$ cat src/rtl/ptx_pkg.sv
package ptx_pkg;
  typedef enum logic [1:0] {
    PERM_NONE = 2'b00,
    PERM_RW   = 2'b11
  } perm_e;

  typedef enum logic [1:0] {
    ST_IDLE,
    ST_FETCH,
    ST_WAIT,
    ST_DONE
  } walk_st_e;
endpackage

$ cat src/rtl/ptx_cfg_regs.sv
module ptx_cfg_regs #(
  parameter int ADDR_W    = 32,
  parameter int CFG_AW    = 8,
  parameter int BASE_OFS  = 'h18,
  parameter int LIMIT_OFS = 'h20,
  parameter int INVAL_OFS = 'h28
) (
  input  logic              clk,
  input  logic              rst_n,
  input  logic              cfg_we,
  input  logic [CFG_AW-1:0] cfg_addr,
  input  logic [ADDR_W-1:0] cfg_wdata,
  output logic [ADDR_W-1:0] cfg_rdata,
  output logic [ADDR_W-1:0] base_q,
  output logic [ADDR_W-1:0] limit_q
);
  localparam logic [CFG_AW-1:0] BASE_A  = BASE_OFS[CFG_AW-1:0];
  localparam logic [CFG_AW-1:0] LIMIT_A = LIMIT_OFS[CFG_AW-1:0];
  localparam logic [CFG_AW-1:0] INVAL_A = INVAL_OFS[CFG_AW-1:0];

  always_ff @(posedge clk) begin
    if (!rst_n) begin
      base_q  <= '0;
      limit_q <= '0;
    end else if (cfg_we) begin
      if (cfg_addr == BASE_A)  base_q  <= cfg_wdata;
      if (cfg_addr == LIMIT_A) limit_q <= cfg_wdata;
    end
  end

  always_comb begin
    if (cfg_addr == BASE_A)       cfg_rdata = base_q;
    else if (cfg_addr == LIMIT_A) cfg_rdata = limit_q;
    else                          cfg_rdata = '0;
  end

  AST_INVAL_IGNORED: assert property (@(posedge clk) disable iff (!rst_n)
    (cfg_we && cfg_addr == INVAL_A) |=> ($stable(base_q) && $stable(limit_q)));
endmodule

$ cat src/rtl/ptx_range.sv
module ptx_range #(
  parameter int ADDR_W     = 32,
  parameter int PAGE_BITS  = 12,
  parameter int ENTRY_LOG2 = 3
) (
  input  logic              clk,
  input  logic              rst_n,
  input  logic [ADDR_W-1:0] base,
  input  logic [ADDR_W-1:0] limit,
  input  logic [ADDR_W-1:0] vaddr,
  output logic              in_range,
  output logic [ADDR_W-1:0] entry_addr
);
  logic [ADDR_W-1:0] page_idx;
  logic [ADDR_W-1:0] n_entries;
  logic [ADDR_W-1:0] base_m;

  assign page_idx   = vaddr >> PAGE_BITS;
  assign n_entries  = limit >> ENTRY_LOG2;
  assign in_range   = page_idx < n_entries;
  assign base_m     = {1'b0, base[ADDR_W-2:0]};
  assign entry_addr = base_m + (page_idx << ENTRY_LOG2);

  AST_SMALL_LIMIT_EMPTY: assert property (@(posedge clk) disable iff (!rst_n)
    (limit < (ADDR_W'(1) << ENTRY_LOG2)) |-> !in_range);
  AST_TOP_BASE_BIT_DROPPED: assert property (@(posedge clk) disable iff (!rst_n)
    (vaddr < (ADDR_W'(1) << PAGE_BITS)) |-> (entry_addr[ADDR_W-1] == 1'b0));
endmodule

$ cat src/rtl/ptx_walk.sv
module ptx_walk
  import ptx_pkg::*;
#(
  parameter int ADDR_W    = 32,
  parameter int PAGE_BITS = 12
) (
  input  logic              clk,
  input  logic              rst_n,
  input  logic              req_valid,
  output logic              req_ready,
  input  logic [ADDR_W-1:0] req_addr,
  input  logic              in_range,
  input  logic [ADDR_W-1:0] entry_addr,
  output logic              mem_req_valid,
  input  logic              mem_req_ready,
  output logic [ADDR_W-1:0] mem_req_addr,
  input  logic              mem_rsp_valid,
  input  logic [ADDR_W-1:0] mem_frame,
  input  logic              mem_rsp_err,
  output logic              res_valid,
  output logic [ADDR_W-1:0] res_addr,
  output logic [1:0]        res_perm
);
  walk_st_e             st;
  logic [PAGE_BITS-1:0] off_q;
  logic [ADDR_W-1:0]    ea_q;
  logic [ADDR_W-1:0]    res_addr_q;
  perm_e                perm_q;

  always_ff @(posedge clk) begin
    if (!rst_n) begin
      st         <= ST_IDLE;
      off_q      <= '0;
      ea_q       <= '0;
      res_addr_q <= '0;
      perm_q     <= PERM_NONE;
    end else begin
      case (st)
        ST_IDLE: if (req_valid) begin
          off_q <= req_addr[PAGE_BITS-1:0];
          ea_q  <= entry_addr;
          if (in_range) begin
            st <= ST_FETCH;
          end else begin
            res_addr_q <= '0;
            perm_q     <= PERM_NONE;
            st         <= ST_DONE;
          end
        end
        ST_FETCH: if (mem_req_ready) st <= ST_WAIT;
        ST_WAIT: if (mem_rsp_valid) begin
          if (mem_rsp_err) begin
            res_addr_q <= '0;
            perm_q     <= PERM_NONE;
          end else begin
            res_addr_q <= {mem_frame[ADDR_W-1:PAGE_BITS], off_q};
            perm_q     <= PERM_RW;
          end
          st <= ST_DONE;
        end
        default: st <= ST_IDLE;
      endcase
    end
  end

  assign req_ready     = (st == ST_IDLE);
  assign mem_req_valid = (st == ST_FETCH);
  assign mem_req_addr  = ea_q;
  assign res_valid     = (st == ST_DONE);
  assign res_addr      = res_addr_q;
  assign res_perm      = perm_q;

  AST_BUSY_AFTER_ACCEPT: assert property (@(posedge clk) disable iff (!rst_n)
    (req_valid && req_ready) |=> !req_ready);
  AST_STROBE_ONE_CYCLE: assert property (@(posedge clk) disable iff (!rst_n)
    res_valid |=> !res_valid);
  AST_BUSY_WHILE_RESULT: assert property (@(posedge clk) disable iff (!rst_n)
    res_valid |-> !req_ready);
  AST_OOR_NO_FETCH: assert property (@(posedge clk) disable iff (!rst_n)
    (req_valid && req_ready && !in_range) |=> (res_valid && !mem_req_valid && res_perm == PERM_NONE));
  AST_FETCH_HOLD: assert property (@(posedge clk) disable iff (!rst_n)
    (mem_req_valid && !mem_req_ready) |=> (mem_req_valid && $stable(mem_req_addr)));
  AST_ERR_NO_PERM: assert property (@(posedge clk) disable iff (!rst_n)
    (st == ST_WAIT && mem_rsp_valid && mem_rsp_err) |=> (res_valid && res_perm == PERM_NONE && res_addr == '0));
endmodule

$ cat src/rtl/ptx_translator.sv
module ptx_translator #(
  parameter int ADDR_W     = 32,
  parameter int CFG_AW     = 8,
  parameter int PAGE_BITS  = 12,
  parameter int ENTRY_LOG2 = 3,
  parameter int BASE_OFS   = 'h18,
  parameter int LIMIT_OFS  = 'h20,
  parameter int INVAL_OFS  = 'h28
) (
  input  logic                clk,
  input  logic                rst_n,
  input  logic                cfg_we,
  input  logic [CFG_AW-1:0]   cfg_addr,
  input  logic [ADDR_W-1:0]   cfg_wdata,
  output logic [ADDR_W-1:0]   cfg_rdata,
  input  logic                req_valid,
  output logic                req_ready,
  input  logic [ADDR_W-1:0]   req_addr,
  output logic                mem_req_valid,
  input  logic                mem_req_ready,
  output logic [ADDR_W-1:0]   mem_req_addr,
  input  logic                mem_rsp_valid,
  input  logic [2*ADDR_W-1:0] mem_rsp_data,
  input  logic                mem_rsp_err,
  output logic                res_valid,
  output logic [ADDR_W-1:0]   res_addr,
  output logic [1:0]          res_perm
);
  logic [ADDR_W-1:0] base_q, limit_q, entry_addr;
  logic              in_range;
  logic              unused_owner;

  assign unused_owner = ^mem_rsp_data[2*ADDR_W-1:ADDR_W];

  ptx_cfg_regs #(
    .ADDR_W(ADDR_W), .CFG_AW(CFG_AW), .BASE_OFS(BASE_OFS),
    .LIMIT_OFS(LIMIT_OFS), .INVAL_OFS(INVAL_OFS)
  ) u_regs (
    .clk(clk), .rst_n(rst_n), .cfg_we(cfg_we), .cfg_addr(cfg_addr),
    .cfg_wdata(cfg_wdata), .cfg_rdata(cfg_rdata),
    .base_q(base_q), .limit_q(limit_q)
  );

  ptx_range #(
    .ADDR_W(ADDR_W), .PAGE_BITS(PAGE_BITS), .ENTRY_LOG2(ENTRY_LOG2)
  ) u_range (
    .clk(clk), .rst_n(rst_n), .base(base_q), .limit(limit_q),
    .vaddr(req_addr), .in_range(in_range), .entry_addr(entry_addr)
  );

  ptx_walk #(
    .ADDR_W(ADDR_W), .PAGE_BITS(PAGE_BITS)
  ) u_walk (
    .clk(clk), .rst_n(rst_n),
    .req_valid(req_valid), .req_ready(req_ready), .req_addr(req_addr),
    .in_range(in_range), .entry_addr(entry_addr),
    .mem_req_valid(mem_req_valid), .mem_req_ready(mem_req_ready),
    .mem_req_addr(mem_req_addr), .mem_rsp_valid(mem_rsp_valid),
    .mem_frame(mem_rsp_data[ADDR_W-1:0]), .mem_rsp_err(mem_rsp_err),
    .res_valid(res_valid), .res_addr(res_addr), .res_perm(res_perm)
  );
endmodule

$ cat config.mk
export PLATFORM = sky130hd
export DESIGN_NAME = ptx_translator
export DESIGN_NICKNAME = d
export VERILOG_FILES = /design/src/rtl/ptx_pkg.sv /design/src/rtl/ptx_cfg_regs.sv /design/src/rtl/ptx_range.sv /design/src/rtl/ptx_walk.sv /design/src/rtl/ptx_translator.sv
export SDC_FILE = /design/constraint.sdc
export NUM_CORES = 1
export LEC_CHECK = 0
export BUFFER_PORTS_ARGS = -buffer_cell sky130_fd_sc_hd__buf_2
export CAP_MARGIN = 25
export CORE_MARGIN = 1
export CORE_UTILIZATION = 55
export CTS_CLUSTER_DIAMETER = 60
export DETAILED_ROUTE_END_ITERATION = 10
export PLACE_DENSITY = 0.88
export SYNTH_ARGS = -nofsm -noshare
export SYNTH_HDL_FRONTEND = slang
export SYNTH_SLANG_ARGS = --single-unit
$ cat constraint.sdc
create_clock -name clk -period 4.3 [get_ports clk]
set_input_delay 0.215 -clock clk [delete_from_list [all_inputs] [get_ports clk]]
set_output_delay 0.215 -clock clk [all_outputs]
set_load 0.005 [all_outputs]
==> results by group <==
Logic synthesis
  – Syn Nets: 1050
  – EDFF count, synth: 0
  – Yosys warns: 0
  – Cell Area, Synth: approximately 7300 um^2
  – Mapped Cells: 863
  – Ys async rst share: 0%
  – Most common flop cell mapped by yosys: dfxtp_1
  – Unique masters post-synth: 64
  – Register area share after synthesis: between 30% and 40%
  – Syn Area/Cell: 8.516 um^2
  – Flops & latches, synth: 143

Final layout
  – Final std cells w/o fill: 1228
  – Nets: 1229
  – Share of layout cells above drive strength 1: 24.27%
  – P&R area growth vs syn: 22.25%
  – Final Util: 70.06%
  – Finished Cell Area: 8985 um^2
  – # fillers: 994

Worst setup path
  – Kind of critical path: reg -> reg
  – Crit-path cells: inv_1, ha_1, a21o_1, a21o_1, a2111oi_4, o211ai_2, a31oi_4, a22o_1
  – Critical Path Start Type: register
  – Data required time of the critical path: 4660 ps
  – Critical path arrival: between 3000 and 4000 ps
  – CP most frequent cell: a21o_1
  – Max FO, Critical Path: 33
  – CP startpoint: u_regs.limit_q[13]
  – Highest-delay cell along the critical path: a31oi_4
  – Max stage delay on crit path: between 700 and 800 ps
  – FF-to-FF Start: u_regs.limit_q[13]
  – Crit path capture type: register

Timing
  – RSZ-0062 raised after global routing: false
  – Post-route clock period utilization: about 65%
  – Clock skew: about 8.8 ps
  – Final slew viol count: 0
  – Final setup violation count: 0
  – Max transition margin: between 30% and 40%
  – Worst setup margin: 1516 ps
  – Setup TNS Final: 0 ps
  – Endpoints failing hold: 0
  – Post-layout min period: around 2800 ps
  – Slew @ Worst Pin: 932.0 ps
  – Max frequency: 0.3591 GHz
  – Final hold slack: 14.70 ps

Place
  – Place WS: 1553 ps
  – Post-Place Cell Area: 8366 um^2
  – DPL Wire Length: 14780 um
  – Global placer's final weighted congestion: 0.9576
  – Post-Place Cells: 1190
  – Buffers added on ports: 199

GRT
  – Initial antenna violation count: 2
  – First-pass GRT wire length: 33050 um
  – GR Util All Layers: 30.11%
  – Vias in the first global route: approximately 6600
  – GRT Residual Overflow: 0
  – Largest net degree at the start of global routing: 62

Die
  – Die H: 117.6 um
  – Core Footprint: 12820 um^2
  – DIE AREA: 13830 um^2
  – IO Pins: 244
  – Die Width: roughly 120 um
  – FP Rows: 41
  – Initial core utilization: between 50% and 60%

Drt
  – Initial DRC Count: 565
  – Via count: a little over 7000
  – Drt pass-1 iters: 6
  – Drt drc: 0
  – WL/cell: 16.88 um
  – Routed Antenna Nets: 0
  – Via-per-instance ratio: 5.771
  – DRT Wirelength: 20730 um

Job
  – Max-cap violations: 0

Clocking
  – CTS max path bufs: 2
  – Root buffer cell: clkbuf_16
  – H-Tree Depth: 4
  – PostCTS Resize Cnt: 0
  – TritonCTS buffer count: 17
  – CTS clk-pin slew, worst paths: 60 ps
  – Clock latency on the worst-skew pair: 430 ps
  – CTS Sinks: 143
  – TritonCTS clock tree: done

Power and ir drop
  – VDD IR max: 0.2548 mV
  – Tot Pwr: 3.400 mW
  – Power Dens Cells: 378.4 nW/um^2
  – Leakage power: 3.838 nW

Worst hold path
  – Tightest Hold Check Type: in -> reg
  – Worst Min Path Start: mem_rsp_data[12]

Outcome
  – Status: completed
==> routing by layer <==
metal / share of wire, % / track usage [%]
met1: 42 / 37.06
met2: 46 / 49.33
met3: 8.8 / 8.188
met4: 2.9 / 12.98
met5: 0.063 / 0
==> critical path: cells and delay by family (launching register included) <==
family                   cells  cell delay, ps
flip-flops                   1             350
AO/OA/AOI/OAI                6            2010
buffers and inverters        1              50
adder cells (fa/ha/maj)      1             280
==> layout by cell type (no fill, tap or decap), types with 4 or more instances in the layout <==
master and n:
a21boi_0 77, a21boi_1 8, a21o_1 7, a21oi_1 37
a22o_1 64, a31oi_1 5, and2_1 12, buf_2 199
buf_4 9, clkbuf_16 17, dfxtp_1 143, dlygate4sd3_1 5
ha_1 43, inv_1 33, inv_6 4, nand2_1 204
nand2b_1 5, nand3_1 15, nand4_1 7, nor2_1 17
nor2b_1 8, o211ai_1 4, o21ai_0 35, o21ai_1 5
or3_1 5, xnor2_1 9, xor2_1 9
==> cell usage after synthesis, types with 3 or more instances <==
library cell	number	area (um^2)
nand2_1	204	765.7
a21oi_1	37	185.2
nand2b_1	5	31.28
and2_1	12	75.07
buf_6	7	78.83
nand4_1	7	43.79
a41oi_1	3	26.28
o21ai_1	5	25.02
a21boi_0	77	578.1
o31ai_1	3	22.52
dfxtp_1	143	2863
xnor2_1	9	78.83
a22o_1	64	560.5
nor2_1	17	63.81
ha_1	43	538.0
a31oi_1	5	31.28
and4_1	3	26.28
xor2_1	9	78.83
buf_2	8	40.04
or3_1	5	31.28
o211ai_1	4	30.03
and3_1	3	18.77
nor3_1	3	15.01
a21boi_1	8	60.06
inv_1	33	123.9
nand3_1	15	75.07
o21ai_0	35	175.2
a21o_1	7	52.55
clkbuf_1	36	135.1
nor2b_1	8	50.05
==> cell type report <==
class                      count  area, um^2  area share (%)
sequential                   143        2863           31.86
clock buffer                  20       466.7           5.194
antenna                        1       2.502         0.02785
multi-input combinational    634        4100           45.63
timing repair buffer         213        1114           12.39
clock inverter                12       100.1           1.114
tap                          172       215.2           2.395
inverter                      33       123.9           1.379
==> final timing paths <==
check	endpoint	slack [ps]	cells after the start
setup / recovery	u_walk.res_addr[23]	1520	8
hold / removal	u_walk.res_addr[12]	10	2
setup reg to reg	u_walk.res_addr[23]	1520	8
hold reg to reg	u_regs.limit_q[2]	460	2
==> flip-flops by register name, summed over array words and instances (netlist names) <==
register             cells
u_regs.base_q           32
u_regs.limit_q          32
u_walk.mem_req_addr     32
u_walk.res_addr         32
u_walk.off_q            12
u_walk.st                2
u_walk.res_perm          1
==> kinds of logic (layout without fill, tap and decap cells) <==
group / after synthesis / count (layout) / share of synthesized area [%]
adder cells (fa/ha/maj): 44 / 44 / 7.593
other: 0 / 1 / 0
buffers and inverters: 86 / 278 / 5.346
XOR/XNOR: 18 / 18 / 2.145
AO/OA/AOI/OAI: 274 / 274 / 27.80
AND/OR/NAND/NOR: 298 / 298 / 18.16
flip-flops: 143 / 143 / 38.95
==> where the power goes <==
part / internal, mW / switching, mW / leakage, nW
registers: 1.40 / 0.0432 / 1.16
logic: 0.216 / 0.343 / 2.41
clock network: 0.795 / 0.601 / 0.272
total: 2.41 / 0.987 / 3.84
==> what timing repair did <==
item / in CTS / in global routing
hold buffers: 5 / 0
endpoints found under the hold margin: 5 / 0
buffers inserted: 0 / 0
Note: power is estimated with default switching activity, not from simulation.
